<file path="config.mk">
export PLATFORM = sky130hd
export DESIGN_NAME = vid_write_queue
export DESIGN_NICKNAME = d
export VERILOG_FILES = /design/src/rtl/vwq_pkg.sv /design/src/rtl/vwq_fifo.sv /design/src/rtl/vwq_host.sv /design/src/rtl/vwq_retire.sv /design/src/rtl/vid_write_queue.sv
export SDC_FILE = /design/constraint.sdc
export NUM_CORES = 1
export LEC_CHECK = 0
export BUFFER_PORTS_ARGS = -buffer_cell sky130_fd_sc_hd__buf_2
export CAP_MARGIN = 5
export CORE_UTILIZATION = 40
export CTS_CLUSTER_DIAMETER = 200
export DETAILED_ROUTE_END_ITERATION = 10
export GPL_TIMING_DRIVEN = 1
export PLACE_DENSITY = 0.66
export SLEW_MARGIN = 0
export SYNTH_ARGS = -nofsm -noshare
export SYNTH_HDL_FRONTEND = slang
export SYNTH_SLANG_ARGS = --single-unit
</file>
<file path="constraint.sdc">
create_clock -name clk -period 5.15 [get_ports clk]
set_input_delay 0.2575 -clock clk [delete_from_list [all_inputs] [get_ports clk]]
set_output_delay 0.2575 -clock clk [all_outputs]
set_load 0.1 [all_outputs]
</file>
<file path="src/rtl/vwq_pkg.sv">
package vwq_pkg;

    localparam int DATA_W  = 16;
    localparam int ADDR_W  = 16;
    localparam int CODE_W  = 4;
    localparam int STAMP_W = 8;
    localparam int IDX_W   = 6;

    localparam logic [CODE_W-1:0] CODE_VRAM  = 4'h1;
    localparam logic [CODE_W-1:0] CODE_CRAM  = 4'h3;
    localparam logic [CODE_W-1:0] CODE_VSRAM = 4'h5;

    typedef struct packed {
        logic [STAMP_W-1:0] ready_at;
        logic [ADDR_W-1:0]  addr;
        logic [DATA_W-1:0]  value;
        logic [CODE_W-1:0]  code;
        logic               partial;
    } qent_t;

    // True once slot count 'now' has reached 'stamp', tolerant of wrap.
    function automatic logic stamp_reached(input logic [STAMP_W-1:0] now,
                                           input logic [STAMP_W-1:0] stamp);
        logic [STAMP_W-1:0] diff;
        diff = now - stamp;
        return !diff[STAMP_W-1];
    endfunction

    function automatic logic is_write(input logic [CODE_W-1:0] code);
        return code[0];
    endfunction

endpackage

</file>
<file path="src/rtl/vwq_fifo.sv">
module vwq_fifo
    import vwq_pkg::*;
#(
    parameter int DEPTH = 4,
    localparam int PTR_W = (DEPTH > 1) ? $clog2(DEPTH) : 1,
    localparam int LVL_W = $clog2(DEPTH + 1)
) (
    input  logic             clk,
    input  logic             rst,
    input  logic             push,
    input  qent_t            push_ent,
    input  logic             pop,
    input  logic             mark_partial,
    output qent_t            head,
    output logic             head_valid,
    output logic             full,
    output logic [LVL_W-1:0] level
);
    qent_t            slots [DEPTH];
    logic [PTR_W-1:0] rd_ptr;
    logic [PTR_W-1:0] wr_ptr;

    function automatic logic [PTR_W-1:0] ptr_next(input logic [PTR_W-1:0] p);
        return (p == PTR_W'(DEPTH - 1)) ? '0 : p + 1'b1;
    endfunction

    assign head       = slots[rd_ptr];
    assign head_valid = (level != '0);
    assign full       = (level == LVL_W'(DEPTH));

    always_ff @(posedge clk) begin
        if (rst) begin
            rd_ptr <= '0;
            wr_ptr <= '0;
            level  <= '0;
        end else begin
            if (push) begin
                slots[wr_ptr] <= push_ent;
                wr_ptr        <= ptr_next(wr_ptr);
            end
            if (mark_partial) begin
                slots[rd_ptr].partial <= 1'b1;
            end
            if (pop) begin
                rd_ptr <= ptr_next(rd_ptr);
            end
            level <= level + LVL_W'(push) - LVL_W'(pop);
        end
    end

endmodule

</file>
<file path="src/rtl/vwq_host.sv">
module vwq_host
    import vwq_pkg::*;
#(
    parameter int LATENCY = 3,
    parameter int INC_W   = 8
) (
    input  logic               clk,
    input  logic               rst,
    input  logic               h_valid,
    output logic               h_ready,
    input  logic [DATA_W-1:0]  h_data,
    input  logic [CODE_W-1:0]  wr_code,
    input  logic               addr_load,
    input  logic [ADDR_W-1:0]  addr_value,
    input  logic [INC_W-1:0]   auto_inc,
    input  logic               q_full,
    input  logic [STAMP_W-1:0] slot_cnt,
    output logic               push,
    output qent_t              push_ent,
    output logic [DATA_W-1:0]  last_value
);
    logic [ADDR_W-1:0] cur_addr;

    assign h_ready = !q_full || !is_write(wr_code);
    assign push    = h_valid && is_write(wr_code) && !q_full;

    always_comb begin
        push_ent.ready_at = slot_cnt + STAMP_W'(LATENCY);
        push_ent.addr     = cur_addr;
        push_ent.value    = h_data;
        push_ent.code     = wr_code;
        push_ent.partial  = 1'b0;
    end

    always_ff @(posedge clk) begin
        if (rst) begin
            cur_addr   <= '0;
            last_value <= '0;
        end else begin
            if (addr_load) begin
                cur_addr <= addr_value;
            end else if (push) begin
                cur_addr <= cur_addr + ADDR_W'(auto_inc);
            end
            if (push) begin
                last_value <= h_data;
            end
        end
    end

endmodule

</file>
<file path="src/rtl/vwq_retire.sv">
module vwq_retire
    import vwq_pkg::*;
#(
    parameter int CRAM_WORDS  = 64,
    parameter int VSRAM_WORDS = 40,
    localparam int CRAM_AW    = $clog2(CRAM_WORDS)
) (
    input  logic               clk,
    input  logic               rst,
    input  logic               slot_tick,
    input  qent_t              head,
    input  logic               head_valid,
    output logic               pop,
    output logic               mark_partial,
    output logic [STAMP_W-1:0] slot_cnt,
    output logic               vram_we,
    output logic [ADDR_W-1:0]  vram_addr,
    output logic [7:0]         vram_data,
    output logic               cram_we,
    output logic [CRAM_AW-1:0] cram_addr,
    output logic [DATA_W-1:0]  cram_data,
    output logic               vsram_we,
    output logic [IDX_W-1:0]   vsram_addr,
    output logic [DATA_W-1:0]  vsram_data,
    output logic               slot_unused
);
    logic               head_ready;
    logic               retire;
    logic               is_vram;
    logic [IDX_W-1:0]   vs_idx;
    logic [CRAM_AW-1:0] cr_idx;

    assign head_ready = head_valid && stamp_reached(slot_cnt + 1'b1, head.ready_at);
    assign retire     = slot_tick && head_ready;
    assign is_vram    = (head.code == CODE_VRAM);
    assign vs_idx     = head.addr[IDX_W:1];
    assign cr_idx     = head.addr[CRAM_AW:1];

    assign mark_partial = retire && is_vram && !head.partial;
    assign pop          = retire && !(is_vram && !head.partial);

    always_ff @(posedge clk) begin
        if (rst) begin
            slot_cnt    <= '0;
            slot_unused <= 1'b0;
            vram_we     <= 1'b0;
            cram_we     <= 1'b0;
            vsram_we    <= 1'b0;
            vram_addr   <= '0;
            vram_data   <= '0;
            cram_addr   <= '0;
            cram_data   <= '0;
            vsram_addr  <= '0;
            vsram_data  <= '0;
        end else begin
            vram_we  <= 1'b0;
            cram_we  <= 1'b0;
            vsram_we <= 1'b0;
            if (slot_tick) begin
                slot_cnt    <= slot_cnt + 1'b1;
                slot_unused <= !head_ready;
            end
            if (retire) begin
                unique case (head.code)
                    CODE_VRAM: begin
                        vram_we <= 1'b1;
                        if (head.partial) begin
                            vram_addr <= head.addr ^ ADDR_W'(1);
                            vram_data <= head.value[7:0];
                        end else begin
                            vram_addr <= head.addr;
                            vram_data <= head.value[15:8];
                        end
                    end
                    CODE_CRAM: begin
                        cram_we   <= 1'b1;
                        cram_addr <= cr_idx;
                        cram_data <= head.value;
                    end
                    CODE_VSRAM: begin
                        vsram_we   <= (32'(vs_idx) < VSRAM_WORDS);
                        vsram_addr <= vs_idx;
                        vsram_data <= head.value;
                    end
                    default: ;
                endcase
            end
        end
    end

endmodule

</file>
<file path="src/rtl/vid_write_queue.sv">
module vid_write_queue
    import vwq_pkg::*;
#(
    parameter int DEPTH       = 4,
    parameter int LATENCY     = 3,
    parameter int INC_W       = 8,
    parameter int CRAM_WORDS  = 64,
    parameter int VSRAM_WORDS = 40,
    localparam int CRAM_AW    = $clog2(CRAM_WORDS),
    localparam int LVL_W      = $clog2(DEPTH + 1)
) (
    input  logic               clk,
    input  logic               rst,
    input  logic               slot_tick,
    input  logic               h_valid,
    output logic               h_ready,
    input  logic [DATA_W-1:0]  h_data,
    input  logic [CODE_W-1:0]  wr_code,
    input  logic               addr_load,
    input  logic [ADDR_W-1:0]  addr_value,
    input  logic [INC_W-1:0]   auto_inc,
    output logic               vram_we,
    output logic [ADDR_W-1:0]  vram_addr,
    output logic [7:0]         vram_data,
    output logic               cram_we,
    output logic [CRAM_AW-1:0] cram_addr,
    output logic [DATA_W-1:0]  cram_data,
    output logic               vsram_we,
    output logic [IDX_W-1:0]   vsram_addr,
    output logic [DATA_W-1:0]  vsram_data,
    output logic               slot_unused,
    output logic [DATA_W-1:0]  last_value
);
    qent_t              push_ent;
    qent_t              head;
    logic               push;
    logic               pop;
    logic               mark_partial;
    logic               head_valid;
    logic               q_full;
    logic [LVL_W-1:0]   q_level;
    logic [STAMP_W-1:0] slot_cnt;

    vwq_host #(
        .LATENCY (LATENCY),
        .INC_W   (INC_W)
    ) host_i (
        .clk        (clk),
        .rst        (rst),
        .h_valid    (h_valid),
        .h_ready    (h_ready),
        .h_data     (h_data),
        .wr_code    (wr_code),
        .addr_load  (addr_load),
        .addr_value (addr_value),
        .auto_inc   (auto_inc),
        .q_full     (q_full),
        .slot_cnt   (slot_cnt),
        .push       (push),
        .push_ent   (push_ent),
        .last_value (last_value)
    );

    vwq_fifo #(
        .DEPTH (DEPTH)
    ) fifo_i (
        .clk          (clk),
        .rst          (rst),
        .push         (push),
        .push_ent     (push_ent),
        .pop          (pop),
        .mark_partial (mark_partial),
        .head         (head),
        .head_valid   (head_valid),
        .full         (q_full),
        .level        (q_level)
    );

    vwq_retire #(
        .CRAM_WORDS  (CRAM_WORDS),
        .VSRAM_WORDS (VSRAM_WORDS)
    ) retire_i (
        .clk          (clk),
        .rst          (rst),
        .slot_tick    (slot_tick),
        .head         (head),
        .head_valid   (head_valid),
        .pop          (pop),
        .mark_partial (mark_partial),
        .slot_cnt     (slot_cnt),
        .vram_we      (vram_we),
        .vram_addr    (vram_addr),
        .vram_data    (vram_data),
        .cram_we      (cram_we),
        .cram_addr    (cram_addr),
        .cram_data    (cram_data),
        .vsram_we     (vsram_we),
        .vsram_addr   (vsram_addr),
        .vsram_data   (vsram_data),
        .slot_unused  (slot_unused)
    );

endmodule

</file>
**Word-level counts from Yosys, hierarchy flattened**

Memories as Yosys holds them, arrays and structs flattened. A register that Yosys moved wholly into a read port is not among the register bits.
Cells that the tools add are included.

- Bits in writable memories: 180
- Memory bits (read-only): 0
- Logic and storage cells: 73
- Input port bits: 49
- Output and inout port bits: 89
- Register bits after elaboration: 119
- Latch bits: 0
- Memories: 1

Memory list:

| name | words | bits a word | rd ports | clocked after Yosys merged registers in | write ports | line | RTL |
|---|---|---|---|---|---|---|---|
| fifo_i.slots | 4 | 45 | 1 | 1 | 2 | vwq_fifo.sv:19 | `qent_t slots [DEPTH];` |

- Multiplexer cells: 16
- $mul: 0
- Shift operators: 0
- $lt $le $gt $ge: 1
- Reductions and logical operators: 22
- Equality and inequality tests: 6
- Bitwise operators: 3
- Div/mod/pow operators: 0
- Add/subtract/negate cells: 8

Operators with widths:

| cell | count |
|---|---|
| 2-to-1 mux 16 bit | 2 |
| adder 16 x 8 -> 16 bit | 1 |
| 2-to-1 mux 1 bit | 9 |
| adder 8 x 1 -> 8 bit (second input constant) | 1 |
| adder 8 x 2 -> 8 bit (second input constant) | 1 |
| logical AND 1 bit | 8 |
| 2-to-1 mux 2 bit | 4 |
| 2-to-1 mux 8 bit | 1 |
| subtractor 8 bit | 1 |
| zero test 1 bit | 6 |
| less-than comparator 6 bit (second input constant) | 1 |
| AND reduction 2 bit | 3 |
| adder 2 x 1 -> 2 bit (second input constant) | 2 |
| equality test 2 bit (second input constant) | 2 |
| equality test 4 x 1 -> 1 bit (second input constant) | 1 |
| equality test 4 x 2 -> 1 bit (second input constant) | 1 |
| equality test 4 x 3 -> 1 bit (second input constant) | 1 |
| adder 3 x 1 -> 3 bit | 1 |
| equality test 3 bit (second input constant) | 1 |
| inverter 1 bit | 3 |
| nonzero test 3 bit | 1 |
| OR reduction 3 bit | 1 |
| subtractor 3 x 1 -> 3 bit | 1 |
| nonzero test 2 bit | 1 |
| other kinds (2) | 2 |

**Logic depth before layout (Yosys ltp)**

Gate-level depths: netlist of run 1.

- Depth in word-level cells: 10
- Mapped depth: 20
- Gate-level depth less buffers: 17

**By module**

From an unflattened synthesis of run 1, not the netlist that was laid out.

- Cells, all modules: 931
- Area total of the unflattened synthesis: 12931.2 µm²

By module, submodules not included:

| module | sequential area each (µm²) | area each (µm²) | cells each | instances |
|---|---|---|---|---|
| vwq_fifo | 5545.3 | 7141.8 | 301 | 1 |
| vwq_retire | 1601.5 | 3749.8 | 364 | 1 |
| vwq_host | 640.6 | 2039.5 | 266 | 1 |

**Worst setup path after synthesis of run 1**

OpenSTA, ideal clock, no wires.

- Path type: reg2reg
- Start: register with a tool-made name
- End: register fifo_i.level[2]
- Buffers on the path: 4
- Period minus slack after synthesis: 4.502 ns
- Required time: 5.022 ns
- Setup slack: 0.648 ns
- Stages on the path, launching flop included: 21
- Library setup time: 0.128 ns
- Arrival time: 4.375 ns
- Path through: dfxtp_1 -> buf_6 -> buf_2 -> buf_2 -> buf_2 -> mux4_2 -> inv_1 -> ha_1 -> nand4_1 -> or2_2 -> and4b_1 -> mux2_4 -> a21boi_2 -> ha_1 -> inv_1 -> ha_1 -> inv_1 -> fa_1 -> xor2_1 -> xnor2_1 -> nor2_1

RTL lines:

| item | line | RTL |
|---|---|---|
| end signal, assigned | vwq_fifo.sv:47 | `level <= level + LVL_W'(push) - LVL_W'(pop);` |
| end, declared | vwq_fifo.sv:17 | `output logic [LVL_W-1:0] level` |

==> results by group, run 1 <==
Routing
  – Total wirelength of the detailed-routed design: 25200 um
  – Number of antenna-violating nets in the routed design: 0
  – Vias per cell: 5.00
  – Initial DRT Pass Iterations: 4
  – Post-route DRC: 0
  – Via total after detailed routing: 7160
  – Average wire per cell in the routed design: 17.6 um
  – Starting DRT DRC Count: 351

Hold path
  – Worst Hold Endpoint: host_i.cur_addr[13]$_SDFFE_PP0P_
  – Start point of the worst hold path: addr_value[13]
  – Hold/Removal Path Class: in2reg
  – Hold Path Cell Cnt: 3

Cells and area
  – Area delta synth->final: 19.4%
  – Area of the multi-input gates: 3860 um2
  – Flip-flop and latch area: 7790 um2
  – Share of final-layout standard cells stronger than drive strength 1: 25.0%
  – Net total in the final layout: 1096
  – Diodes inserted: 0
  – Count of filler cells inserted in the layout: 2575
  – Layout Cell Area excl Fill: 14300 um2

STA
  – Summed negative setup slack over all endpoints: 0 ps
  – Unrepaired setup endpoints after global routing: false
  – Worst-case clock skew: 32.0 ps
  – Final hold viol count: 0
  – Ratio of final minimum period to clock period: 77.4%
  – Worst Slack Setup Final: 1160 ps
  – Number of pins with negative max-slew slack in the final report: 0
  – Fmax achieved: 0.251 GHz
  – Post-layout min period: 3990 ps
  – Actual slew at the worst max-slew pin: 1110 ps
  – Final number of setup-violating endpoints: 0
  – Worst rel slew slack: 25.8%

Power
  – Part of the power in combinational logic: 12.4%
  – Total Power: 5.61 mW
  – Sequential fraction of design power: 48.1%
  – Leakage power: 5.62 nW
  – Sw Share: 25.7%
  – VDD IR max: 251 uV
  – Net Sw Power: 1.44 mW
  – Pwr Density: 391 nW/um2
  – Relative contribution of the clock network to total power: 39.5%
  – Internal Power: 4.17 mW

Synthesis
  – Synth warnings: 0
  – Number of enable-type register cells in the synthesized netlist: 176
  – Synthesized net count: 933
  – Synth Instances: 855
  – Cell variety after synth: 52
  – Cell area after synthesis: 12000 um2
  – Commonest register cell after synthesis: edfxtp_1
  – FFs w/ async S/R, synth: 0%
  – Sequential-to-total area share from yosys stat: 64.8%
  – Count of state elements after synthesis: 301
  – Synthesized area per cell: 14.0 um2

Die
  – Die Height: 175 um
  – Area of the core: 29600 um2
  – Overall die area: 30700 um2
  – Die Span X: 175 um
  – Starting Density: 40.6%
  – Rows: 63
  – Number of placed I/O pins: 138

Worst setup path
  – Ordered cell list for the critical path: mux4_2 -> inv_1 -> ha_1 -> nand4_1 -> or2_2 -> and4b_1 -> mux2_4 -> a21boi_2 -> ha_1 -> inv_1 -> ha_1 -> inv_1 -> fa_1 -> xor2_1 -> xnor2_1 -> nor2_1
  – Depth of the worst register-to-register path: 16
  – Sum of buffers and inverters on the critical path: 3
  – Worst path top cell family by delay: adder cells
  – Largest fanout on the critical path: 25
  – Startpoint types: flop
  – Stage delay of the slowest cell on the critical path: 660 ps
  – Setup crit end kind: flop
  – Max stage delay cell, worst path: dfxtp_4
  – Data arrival time of the critical path: 4380 ps
  – Type of the worst setup path: reg2reg
  – Critical register-to-register path endpoint: fifo_i.level[2]$_SDFF_PP0_
  – Worst path required time: 5550 ps
  – Register-to-register path setup slack: 1160 ps

CTS
  – Number of gates resized after CTS: 0
  – Clock Pin Slew Worst Setup and Hold Paths: 60 ps
  – Max H-tree Level: 1
  – CTS tree: done
  – Clock insertion delay at the later pin of the skew report: 560 ps
  – Clock buffer count from CTS: 31
  – Number of clock sinks: 301
  – Root cell of the clock tree: clkbuf_16
  – Deepest clock path buffer count: 3

Global routing
  – Maximum number of pins on one net before global-route repair: 69
  – First-pass GRT wire length: 39100 um
  – Initial antenna violation count: 0
  – Vias in the first global route: 6996
  – GR Util All Layers: 16.3%
  – Gr ovfl total: 0

Placed design
  – Half-perimeter wire length after detailed placement: 16100 um
  – Pre-CTS WS: 1170 ps
  – Final weighted congestion in routability-driven placement: 0.798
  – Post-placement cell area: 13000 um2
  – Number of buffers inserted by port buffering: 137

Status
  – Result of the run: completed

Run
  – Max-cap check violation count: 0
worst max path at each step:
stage                     slack [ps]                    endpoint  cells past startpoint                               from
after floorplan                  650  fifo_i.level[2]$_SDFF_PP0_                     20                               flop
after global placement          1220  fifo_i.level[2]$_SDFF_PP0_                     16                               flop
after detailed placement        1170  fifo_i.level[2]$_SDFF_PP0_                     16                               flop
after CTS                       1130  fifo_i.level[2]$_SDFF_PP0_                     16                               flop
after global routing             890  fifo_i.level[2]$_SDFF_PP0_                     17  retire_i.slot_cnt[2]$_SDFFE_PP0P_
final                           1160  fifo_i.level[2]$_SDFF_PP0_                     16                               flop
cell families after synthesis:
group / synth area share, %
AOI/OAI and AO/OA: 4.55
xor gates and xnor gates: 2.11
adders and majority gates: 3.15
buffers and inverters: 3.10
DFF: 64.8
muxes: 14.8
and+or+nand+nor: 7.48
layout by cell type (no fill, tap or decap), drive strengths merged, types with 3 or more instances in the layout:
cell         count
mux2             9
nand2b           3
o211ai           3
xor2            10
dfxtp          125
inv             37
edfxtp         176
nor3            10
dlygate4sd3     31
mux2i           70
nor2b            5
a311oi           3
nor2           102
mux4            43
clkinvlp         5
a21oi           35
o21bai           3
nand2           62
clkbuf          36
a31oi            3
ha              27
xnor2           19
a211oi           9
nand3            7
nand4            4
or3              5
clkinv           8
o21ai           12
buf            146
a22o             4
bufinv           3
registers in the layout, summed over array words and instances, names as in the netlist, named ones only:
name                  cells
retire_i.cram_addr        6
fifo_i.wr_ptr             2
retire_i.slot_cnt         8
retire_i.cram_we          1
host_i.cur_addr          16
fifo_i.slots            180
retire_i.slot_unused      1
host_i.last_value        16
retire_i.cram_data       16
retire_i.vram_addr       16
retire_i.vram_we          1
fifo_i.rd_ptr             2
retire_i.vram_data        8
retire_i.vsram_we         1
retire_i.vsram_data      16
retire_i.vsram_addr       6
fifo_i.level              3
synth_stat cells (3+ instances only):
cell type  number  area share, %
or3_1           5           0.26
o211ai_1        3           0.19
nand2b_1        3           0.16
xor2_1         10           0.73
a211oi_1        9           0.56
ha_1           27            2.8
a21oi_1        35            1.5
nand2_1        62            1.9
nand3_1         7           0.29
buf_1           3          0.094
mux4_2         43            8.1
edfxtp_1      176             44
a22o_1          4           0.29
dfxtp_1       125             21
o21bai_1        3           0.19
nor2b_1         5           0.26
a311oi_1        3           0.22
buf_2           5           0.21
a31oi_1         3           0.16
nor3_1         10           0.42
clkbuf_1       30           0.94
buf_6           4           0.37
o21ai_0        12           0.50
xnor2_1        19            1.4
nor2_1        102            3.2
nand4_1         4           0.21
mux2i_1        70            5.8
buf_4           3           0.19
inv_1          31           0.97
mux2_2          8           0.75
power by group through the flow:
stage	clock, mW	sequential (mW)	combinational [mW]
finish	2.21	2.70	0.696
global route	2.36	2.71	0.754
CTS	2.27	2.70	0.706
detailed placement	0	2.75	0.685
global placement	0	2.75	0.678
floorplan	0	2.83	0.427
layout make-up:
cell class	count	share of cell area (%)
inverter	31	0.811
sequential	301	54.3
multi-input combinational	476	26.9
clock buffer	36	5.54
clock inverter	22	1.57
tap	390	3.40
timing repair buffer	177	7.43
worst min-delay path: cells and delay by family:
kind | cells | cell delay [ps]
AO/OA/AOI/OAI | 1 | 60
buffers and inverters | 1 | 100
AND/OR/NAND/NOR | 1 | 100
stage by stage:
step | hold slack [ps] | std cells | utilization [%]
after floorplan | 356 | 855 | -
after global placement | 440 | 1344 | 44.0
after detailed placement | 447 | 1344 | 44.0
after CTS | 6.58 | 1433 | 48.5
after global routing | 33.6 | 1433 | 48.5
final | 30.1 | 1433 | 48.5
what timing repair did:
item,in CTS,in global routing
setup buffers,0,0
hold buffers,31,0
endpoints found under the hold margin,107,0
layer usage:
| metal | vias to the layer above | routed length (um) | share of wire, % | track usage, % |
|---|---|---|---|---|
| li1 | 3457 | - | - | - |
| met1 | 3496 | 11500 | 45 | 22.4 |
| met2 | 181 | 12200 | 48 | 27.3 |
| met3 | 26 | 1230 | 4.9 | 2.60 |
| met4 | 0 | 345 | 1.4 | 3.55 |
| met5 | - | 0 | 0 | 0 |
No activity file was read; power rests on OpenSTA's default activity.
==> run 2: changes to the inputs <==
--- a/config.mk
+++ b/config.mk
@@ -11,7 +11,7 @@
 export CTS_CLUSTER_DIAMETER = 200
 export DETAILED_ROUTE_END_ITERATION = 10
 export GPL_TIMING_DRIVEN = 1
-export PLACE_DENSITY = 0.66
+export PLACE_DENSITY = 0.68
 export SLEW_MARGIN = 0
 export SYNTH_ARGS = -nofsm -noshare
 export SYNTH_HDL_FRONTEND = slang
==> constraint.sdc (replaced) <==
create_clock -name clk -period 3.5 [get_ports clk]
set_input_delay 0.175 -clock clk [delete_from_list [all_inputs] [get_ports clk]]
set_output_delay 0.175 -clock clk [all_outputs]
set_load 0.1 [all_outputs]
==> run 2 against run 1 <==
  * The run now ends with negative setup slack left
  * Critical path depth unchanged
  * Final cell count increased by 2.7%
  * Global-route usage increased by 0.76 points
  * Count of clock-buffer cells in the layout up 10
  * Cell area increased by 3.8%
  * Power up 52%
  * Largest power group unchanged
==> results by group, run 2 (synthesis gave the netlist of run 1 again) <==
Cells and area
  – Largest register by flop count: fifo_i.slots
  – Share of final-layout standard cells stronger than drive strength 1: 28.0% (+3.0 points)
  – Count of filler cells inserted in the layout: 2504 (-2.8%)
  – Diodes inserted: 0 (unchanged)
  – Area delta synth->final: 23.9%
  – Non-filler cells in the finished layout: 1472 (+2.7%)
  – Most common cell after layout, fill and taps aside: edfxtp_1
  – Net total in the final layout: 1135 (+3.6%)
  – Top library cells by usage in the layout, fill and taps aside: 176 x edfxtp_1, 136 x buf_2, 120 x dfxtp_1
  – Max reg flops: 180 (unchanged)

Die
  – Rows: 63 (unchanged)
  – Starting Density: 40.6% (unchanged)
  – Overall die area: 30700 um2 (unchanged)
  – Area of the core: 29600 um2 (unchanged)
  – Number of placed I/O pins: 138 (unchanged)
  – Die Span X: 175 um (unchanged)
  – Die Height: 175 um (unchanged)

Hold path
  – Worst Hold Endpoint: host_i.cur_addr[4]$_SDFFE_PP0P_
  – Hold Path Cell Cnt: 3 (unchanged)
  – Start point of the worst hold path: addr_load
  – Hold/Removal Path Class: in2reg

Routing
  – Total wirelength of the detailed-routed design: 26400 um (+4.8%)
  – Vias per cell: 5.07 (+1.5%)
  – Via total after detailed routing: 7464 (+4.2%)
  – Initial DRT Pass Iterations: 5 (+1)
  – Starting DRT DRC Count: 379 (+8.0%)
  – Number of antenna-violating nets in the routed design: 0 (unchanged)
  – Average wire per cell in the routed design: 17.9 um (+2.0%)
  – Post-route DRC: 0 (unchanged)

STA
  – Worst-case clock skew: 26.8 ps (-5.25 ps)
  – Post-layout min period: 3550 ps (-436 ps)
  – Actual slew at the worst max-slew pin: 803 ps (-308 ps)
  – Summed negative setup slack over all endpoints: -49.6 ps (-49.6 ps)
  – Fmax achieved: 0.282 GHz (+12%)
  – Unrepaired setup endpoints after global routing: true
  – Final hold viol count: 0 (unchanged)
  – Worst rel slew slack: 46.5% (+21 points)
  – Number of pins with negative max-slew slack in the final report: 0 (unchanged)
  – Ratio of final minimum period to clock period: 101% (+24 points)
  – Worst Slack Setup Final: -49.6 ps (-1210 ps)
  – Final number of setup-violating endpoints: 1 (+1)

Global routing
  – First-pass GRT wire length: 40700 um (+4.1%)
  – Gr ovfl total: 0 (unchanged)
  – GR Util All Layers: 17.1% (+0.76 points)
  – Initial antenna violation count: 0 (unchanged)
  – Maximum number of pins on one net before global-route repair: 75 (+8.7%)
  – Vias in the first global route: 7248 (+3.6%)

Worst setup path
  – Type of the worst setup path: reg2reg
  – Startpoint types: flop
  – Setup crit end kind: flop
  – Critical register-to-register path endpoint: fifo_i.level[2]$_SDFF_PP0_
  – Worst path required time: 3910 ps (-1640 ps)
  – Data arrival time of the critical path: 3960 ps (-420 ps)
  – Register-to-register path setup slack: -50 ps (-1210 ps)
  – Largest fanout on the critical path: 7 (-72%)
  – Depth of the worst register-to-register path: 16 (unchanged)

CTS
  – Clock Pin Slew Worst Setup and Hold Paths: 60 ps (about the same)
  – CTS tree: done
  – Clock buffer count from CTS: 31 (unchanged)
  – Clock insertion delay at the later pin of the skew report: 560 ps (about the same)
  – Number of clock sinks: 301 (unchanged)
  – Root cell of the clock tree: clkbuf_16
  – Deepest clock path buffer count: 3 (unchanged)
  – Max H-tree Level: 1 (unchanged)

Power
  – Pwr Density: 572 nW/um2 (+46%)
  – Total Power: 8.52 mW (+52%)
  – VDD IR max: 369 uV (+47%)
  – Leakage power: 5.90 nW (+4.8%)

Run
  – Max-cap check violation count: 0 (unchanged)

Placed design
  – Final weighted congestion in routability-driven placement: 0.819 (+2.5%)
  – Half-perimeter wire length after detailed placement: 17400 um (+7.8%)
  – Number of buffers inserted by port buffering: 137 (unchanged)
  – Placed cell count: 1370 (+1.9%)

Status
  – Violations in the final reports: negative setup slack
  – Result of the run: finished with violations
-- run 2: through the flow --
stage                     hold slack, ps  utilization, %  setup slack [ps]  area (um2)
after floorplan                      274               -              -359       12100
after global placement               392            45.0             -16.0       13300
after detailed placement             403            45.0              -137       13300
after CTS                           33.5            50.2             -76.9       14800
after global routing                68.8            50.3              -230       14900
final                               46.1            50.3             -49.6       14900
-- run 2: critical path, stage by stage (launching register included) --
cell	delay (ps)
dfxtp_4	420
mux4_2	520
inv_2	80
ha_4	140
nand4_1	170
a211o_1	280
and4b_1	200
mux2_4	260
a21boi_4	140
ha_1	270
inv_1	50
ha_1	130
inv_1	50
fa_2	330
xor2_1	190
xnor2_1	140
nor2_1	50
-- run 2: power breakdown --
part	switching [mW]	total, mW	internal, mW
clock	1.33	3.43	2.09
sequential	0.0800	3.94	3.86
combinational	0.690	1.15	0.459
-- run 2: worst max path at each step --
stage                                 end  slack [ps]  cells past startpoint
2_1_floorplan  fifo_i.level[2]$_SDFF_PP0_        -360                     20
6_report       fifo_i.level[2]$_SDFF_PP0_         -50                     16
5_1_grt        fifo_i.level[2]$_SDFF_PP0_        -230                     17
3_3_place_gp   fifo_i.level[2]$_SDFF_PP0_         -20                     16
4_1_cts        fifo_i.level[2]$_SDFF_PP0_         -80                     16
3_5_place_dp   fifo_i.level[2]$_SDFF_PP0_        -140                     17
-- run 2: cell type report --
class	instances	area, um2	share of cell area (%)
flip-flops and latches	301	7800	52.4
inverters	31	116	0.782
clock buffers	46	945	6.35
clock inverters	12	154	1.03
repair buffers	216	1450	9.72
multi-input cells	476	3930	26.4
well taps	390	488	3.28
-- run 2: per-layer routing --
layer / track usage, % / up-vias / wire length [um]
li1: - / 3529 / -
met1: 23.0 / 3701 / 11600
met2: 27.5 / 189 / 12500
met3: 3.12 / 45 / 1490
met4: 6.52 / 0 / 827
met5: 0 / - / 0
-- run 2: what timing repair did --
action | 4_1_cts | 5_1_grt
hold buffers | 41 | 0
setup buffers | 3 | 0
resized for setup | 2 | 11
pin swaps | 1 | 2
setup endpoints to repair | 3 | 2
cloned | 0 | 0
endpoints found under the hold margin | 114 | 0
